--- src/rtl/sio_frame_pkg.sv ---
package sio_frame_pkg;
  localparam int unsigned DEF_DIV_W      = 8;
  localparam int unsigned DEF_WORD_BITS  = 16;
  localparam int unsigned DEF_FRAME_SHORT = 8;
  localparam int unsigned DEF_FRAME_LONG  = 16;
  localparam int unsigned DEF_NUM_LOADS  = 2;
  localparam int unsigned SYNC_STAGES    = 3;
endpackage

--- src/rtl/sio_bit_divider.sv ---
module sio_bit_divider
  import sio_frame_pkg::*;
#(
  parameter int unsigned DIV_W = DEF_DIV_W
) (
  input  logic             clk,
  input  logic             rst,
  input  logic [DIV_W-1:0] bit_div,
  output logic             tick
);
  logic [DIV_W-1:0] cnt;

  assign tick = (cnt >= bit_div);

  always_ff @(posedge clk) begin
    if (rst)       cnt <= '0;
    else if (tick) cnt <= '0;
    else           cnt <= cnt + 1'b1;
  end

  // While the divisor is held, the phase counter never passes it
  assert_div_bound_R1: assert property (@(posedge clk) disable iff (rst)
    $stable(bit_div) |-> (cnt <= bit_div));
endmodule

--- src/rtl/sio_word_timer.sv ---
module sio_word_timer
  import sio_frame_pkg::*;
#(
  parameter int unsigned WORD_BITS = DEF_WORD_BITS
) (
  input  logic clk,
  input  logic rst,
  input  logic tick,
  input  logic resync,
  output logic word_start
);
  localparam int unsigned CW = $clog2(WORD_BITS);
  localparam logic [CW-1:0] LAST = CW'(WORD_BITS - 1);

  logic [CW-1:0] bit_cnt;

  assign word_start = tick && !resync && (bit_cnt == LAST);

  always_ff @(posedge clk) begin
    if (rst)         bit_cnt <= '0;
    else if (resync) bit_cnt <= LAST;
    else if (tick)   bit_cnt <= word_start ? '0 : bit_cnt + 1'b1;
  end

  // A resync leaves the counter one bit short of a word boundary
  assert_resync_arm_R5: assert property (@(posedge clk) disable iff (rst)
    resync |=> (bit_cnt == LAST));

  // A word boundary always restarts the bit count
  assert_word_wrap_R2: assert property (@(posedge clk) disable iff (rst)
    word_start |=> (bit_cnt == '0));
endmodule

--- src/rtl/sio_frame_timer.sv ---
module sio_frame_timer
  import sio_frame_pkg::*;
#(
  parameter int unsigned FRAME_SHORT = DEF_FRAME_SHORT,
  parameter int unsigned FRAME_LONG  = DEF_FRAME_LONG
) (
  input  logic clk,
  input  logic rst,
  input  logic tick,
  input  logic word_start,
  input  logic resync,
  input  logic rate_long,
  output logic sync_n
);
  localparam int unsigned FW = $clog2(FRAME_LONG);
  localparam logic [FW-1:0] TOP = FW'(FRAME_LONG - 1);

  logic [FW-1:0] frm_cnt;
  logic [FW-1:0] last_idx;
  logic          frame_first;

  assign last_idx    = rate_long ? FW'(FRAME_LONG - 1) : FW'(FRAME_SHORT - 1);
  assign frame_first = (frm_cnt >= last_idx);

  always_ff @(posedge clk) begin
    if (rst || resync) begin
      frm_cnt <= TOP;
      sync_n  <= 1'b1;
    end else if (word_start) begin
      frm_cnt <= frame_first ? '0 : frm_cnt + 1'b1;
      sync_n  <= !frame_first;
    end else if (tick) begin
      sync_n  <= 1'b1;
    end
  end

  // The frame sync falls only at a word boundary
  assert_sync_on_word_R3: assert property (@(posedge clk) disable iff (rst)
    $fell(sync_n) |-> $past(word_start));

  // A falling frame sync means the frame count has restarted
  assert_frame_restart_R3: assert property (@(posedge clk) disable iff (rst)
    $fell(sync_n) |-> (frm_cnt == '0));
endmodule

--- src/rtl/sio_frame_gen.sv ---
module sio_frame_gen
  import sio_frame_pkg::*;
#(
  parameter int unsigned DIV_W       = DEF_DIV_W,
  parameter int unsigned WORD_BITS   = DEF_WORD_BITS,
  parameter int unsigned FRAME_SHORT = DEF_FRAME_SHORT,
  parameter int unsigned FRAME_LONG  = DEF_FRAME_LONG,
  parameter int unsigned NUM_LOADS   = DEF_NUM_LOADS
) (
  input  logic             clk,
  input  logic             rst,
  input  logic [DIV_W-1:0] bit_div,
  input  logic             sync_dir,
  input  logic             sync_rate,
  input  logic             sync_in,
  output logic             ild_n,
  output logic             old_n,
  output logic             sync_o,
  output logic             sync_oe
);
  logic                   tick;
  logic                   word_start;
  logic                   resync;
  logic [SYNC_STAGES-1:0] sync_sh;
  logic [NUM_LOADS-1:0]   ld_q;
  logic                   oe_q;

  sio_bit_divider #(.DIV_W(DIV_W)) u_div (
    .clk(clk), .rst(rst), .bit_div(bit_div), .tick(tick)
  );

  // Two-flop synchroniser plus one stage for falling-edge detection
  always_ff @(posedge clk) begin
    if (rst) sync_sh <= '1;
    else     sync_sh <= {sync_sh[SYNC_STAGES-2:0], sync_in};
  end

  assign resync = !sync_dir && sync_sh[SYNC_STAGES-1] && !sync_sh[SYNC_STAGES-2];

  sio_word_timer #(.WORD_BITS(WORD_BITS)) u_word (
    .clk(clk), .rst(rst), .tick(tick), .resync(resync), .word_start(word_start)
  );

  sio_frame_timer #(.FRAME_SHORT(FRAME_SHORT), .FRAME_LONG(FRAME_LONG)) u_frame (
    .clk(clk), .rst(rst), .tick(tick), .word_start(word_start),
    .resync(resync), .rate_long(sync_rate), .sync_n(sync_o)
  );

  // One registered strobe per load generator
  for (genvar g = 0; g < NUM_LOADS; g++) begin : g_load
    always_ff @(posedge clk) begin
      if (rst || resync) ld_q[g] <= 1'b1;
      else if (tick)     ld_q[g] <= !word_start;
    end
  end

  always_ff @(posedge clk) begin
    if (rst) oe_q <= 1'b0;
    else     oe_q <= sync_dir;
  end

  assign ild_n   = ld_q[0];
  assign old_n   = ld_q[NUM_LOADS-1];
  assign sync_oe = oe_q;

  // The frame sync is low only inside a load strobe
  assert_sync_in_strobe_R3: assert property (@(posedge clk) disable iff (rst)
    !sync_o |-> !ld_q[0]);

  // Output enable tracks the direction control one clock later
  assert_oe_track_R4: assert property (@(posedge clk) disable iff (rst)
    !$past(rst) |-> (sync_oe == $past(sync_dir)));

  // In output mode the external sync never restarts the framing
  assert_ignore_ext_R6: assert property (@(posedge clk) disable iff (rst)
    $past(sync_dir) && $fell(sync_sh[SYNC_STAGES-1]) |-> !$past(resync));
endmodule

--- config.mk ---
export PLATFORM = sky130hd
export DESIGN_NAME = sio_frame_gen
export DESIGN_NICKNAME = d
export VERILOG_FILES = /design/src/rtl/sio_frame_pkg.sv /design/src/rtl/sio_bit_divider.sv /design/src/rtl/sio_word_timer.sv /design/src/rtl/sio_frame_timer.sv /design/src/rtl/sio_frame_gen.sv
export SDC_FILE = /design/constraint.sdc
export NUM_CORES = 1
export LEC_CHECK = 0
export BUFFER_PORTS_ARGS = -buffer_cell sky130_fd_sc_hd__buf_2
export CAP_MARGIN = 5
export CORE_MARGIN = 5
export CORE_UTILIZATION = 49
export CTS_CLUSTER_DIAMETER = 120
export DETAILED_ROUTE_END_ITERATION = 6
export GPL_ROUTABILITY_DRIVEN = 0
export GPL_TIMING_DRIVEN = 0
export PLACE_DENSITY_LB_ADDON = 0.15
export RECOVER_POWER = 50
export SLEW_MARGIN = 20
export SYNTH_ARGS = -nofsm -noshare
export SYNTH_HDL_FRONTEND = slang
export SYNTH_SLANG_ARGS = --single-unit
--- constraint.sdc ---
create_clock -name clk -period 1.92 [get_ports clk]
set_input_delay 0.192 -clock clk [delete_from_list [all_inputs] [get_ports clk]]
set_output_delay 0.192 -clock clk [all_outputs]
set_load 0.01 [all_outputs]
==> results.toml <==
[status]
outcome = "finished, final reports clean"

[setup_path]
end_kind = "flop"
worst_ep_required_time_ns = 2.15
regToRegSetupSlack_ns = 0.07
r2r-start = "u_div.cnt[0]"
worstPathMaxFanout = 5
critPathArrivalTime_ns = 2.09
crit_buf_inv = 2
cp_slowest_cell = "a2111oi_4"
reg2reg_depth = 8
path_cells = "inv_2 -> ha_4 -> nand2b_4 -> a2111oi_4 -> o21bai_2 -> buf_6 -> a21o_1 -> a31oi_1"
path_class = "reg -> reg"
worst_setup_path_start_kind = "flop"
r2r_end = "u_word.bit_cnt[2]"
critPathTopFamily = "compound AO/OA/AOI/OAI gates"
slowest_delay_ns = 0.42

[synthesis]
synth_warnings = 0
synth_area_sq_mm = 0.001157
ys_types = 34
synth-async-reset-ratio = 0
yosysSeqAreaShare = 0.3805
synth-edff-count = 0
postSynthCellCount = 130
yosysTopAreaCell = "dfxtp_1"
synth_top_area_share = 0.3805
ys.flop_type = "dfxtp_1"
yosys-top-cells-area = "dfxtp_1 38%, ha_1 13%, nor2_1 4.9%"
synth_most_common_cell = "dfxtp_1"
avgSynthCellArea_sq_um = 8.903
synthTopCellsByCount = "22 x dfxtp_1, 15 x nor2_1, 12 x ha_1, 12 x inv_1, 10 x nand3_1"
syn_nets = 155
synth.ff_latch_count = 22

[cells_and_area]
fill_cells = 215
drive_gt1_frac = 0.2252
multi_input_area_sq_um = 663.1
stdcell_area_sq_mm = 0.001330
antenna_cells = 0
regArea_sq_um = 445.4
syn2layout_area_growth_pct = 14.92
nNetsFinal = 178

[pwr]
leakage_nw = 0.5681
vdd_drop_max_mv = 0.5262
power.density_mw_per_mm2 = 587.8

[timing]
fin_crit_sh = 0.9649
finalCriticalPeriod_ns = 1.853
skew_ns = 0.004874
slew_violations = 0
max_freq_mhz = 539.8
hold_viol = 0
tightest_slew_ns = 0.3777
fin_tns_setup_ns = 0
max-slew-margin-rel = 0.7473
setup_viol = 0

[grt]
gr-total-overflow = 0
antenna_found_initial = 0
gr-usage-met2 = 0.2520
grt_use_met3 = 0.02632
grt_pass1_vias = 910
grt_max_degree = 12
grt_use_met1 = 0.1551
grt-busiest-layer = "met2"
grt_pass1_wl_mm = 3.719
grt_usage = 0.1380

[floorplan]
io_pins = 17
core_area_sq_mm = 0.002233
start_util = 0.5182
die_w_um = 58.60
dieArea_sq_mm = 0.003434
die_y_um = 58.60
rows = 17

[clock_tree]
root_buffer = "clkbuf_4"
hold_buffers = 0
clock_sinks = 22
cts_tree = "yes"
cts.path.max_buffers = 2
cts_htree_levels = 1
cts.reportedPaths.clkPinSlew_ns = 0.10
numCtsBuffers = 3
insertion_delay_ns = 0.30

[detailed_routing]
drtAntennaViolNets = 0
drc_errors = 0
via_per_inst = 5.380
drt_first_pass_iters = 4
num_vias = 963
wl_per_cell_um = 12.13
first_iter_violations = 22
wirelength_mm = 2.172

[worst_hold_path]
hold_path.class = "in -> reg"
holdPathStages = 2
worstHoldEndpoint = "sync_sh[0]"
hp-start = "sync_in"

[flow_run]
drv_cap = 0

[placement]
port_buffers = 15
placed_cell_area_sq_mm = 0.001267
detailed_place_hpwl_mm = 1.631
[through the flow]
step           std cells  setup WS, ns  total power [W]    util  hold WS, ns
2_1_floorplan        130        0.1155        0.0005591       -       0.2958
3_3_place_gp         173      0.001147        0.0005807  0.5675       0.3758
3_5_place_dp         173      -0.05473        0.0005857  0.5675       0.3766
4_1_cts              176       0.02762        0.0007826  0.5782      0.06124
5_1_grt              179      -0.02665        0.0008287  0.5955      0.05883
6_report             179       0.06739        0.0007818  0.5955      0.06640
[logic make-up after synthesis]
group,synth area share
and+or+nand+nor,0.1967
AOI/OAI and AO/OA,0.1676
DFF,0.3805
buffers and inverters,0.06269
adders and majority gates,0.1297
xor gates and xnor gates,0.04541
muxes,0.01730
[registers in the layout, summed over array words and instances (netlist names)]
name / flops
old_n: 1
sync_oe: 1
sync_sh: 3
u_div.cnt: 8
u_frame.frm_cnt: 4
u_frame.sync_n: 1
u_word.bit_cnt: 4
[per-layer routing]
layer,wire length [um],vias up
met3,129,4
li1,-,490
met4,29,0
met5,0,-
met1,913,446
met2,1100,23
[where the power goes]
part | switching (W) | total (W) | internal (W)
Sequential | 0.0000104 | 0.000480 | 0.000469
Clock | 0.000126 | 0.000199 | 0.0000732
Combinational | 0.0000498 | 0.000103 | 0.0000530
[worst reg2reg max path: cells and delay by family (launching register included)]
kind	cells	cell delay, ns
AOI/OAI and AO/OA	4	0.88
adders and majority gates	1	0.22
buffers and inverters	2	0.20
DFF	1	0.36
and+or+nand+nor	1	0.14
[how the worst max path moves through the flow]
stage | start | cells past startpoint | end
floorplan | u_div.cnt[0] | 8 | u_word.bit_cnt[2]
global placement | u_div.cnt[0] | 8 | u_word.bit_cnt[2]
detailed placement | u_div.cnt[0] | 8 | u_div.cnt[5]
CTS | u_div.cnt[0] | 8 | u_word.bit_cnt[2]
global route | u_div.cnt[3] | 7 | u_word.bit_cnt[3]
finish | u_div.cnt[0] | 8 | u_word.bit_cnt[2]
[cell type report]
| class | instances | area share |
|---|---|---|
| multi-input cells | 92 | 0.4986 |
| flip-flops and latches | 22 | 0.3349 |
| repair buffers | 18 | 0.06867 |
| inverters | 12 | 0.03387 |
| well taps | 28 | 0.02634 |
| plain buffers | 4 | 0.02070 |
| clock buffers | 3 | 0.01693 |
[layout by cell type, fill, tap and decap left out, drive strengths merged, types with 2 or more instances in the layout]
master | synthesis | layout
dfxtp | 22 | 22
buf | 3 | 17
nor2 | 15 | 15
inv | 12 | 12
ha | 12 | 12
nand3 | 10 | 10
nand2 | 9 | 9
clkbuf | 1 | 8
o21ai | 6 | 6
a21oi | 4 | 4
xor2 | 4 | 4
or2 | 4 | 4
a31oi | 3 | 3
o31ai | 3 | 3
nand2b | 3 | 3
and2 | 2 | 2
mux2i | 2 | 2
nand4 | 2 | 2
xnor2 | 2 | 2
[timing repair]
action,CTS,global route
cloned,0,1
setup endpoints to repair,12,14
pin swaps,1,5
resized for setup,1,5
setup buffers,0,2
No activity file was read; power rests on OpenSTA's default activity.
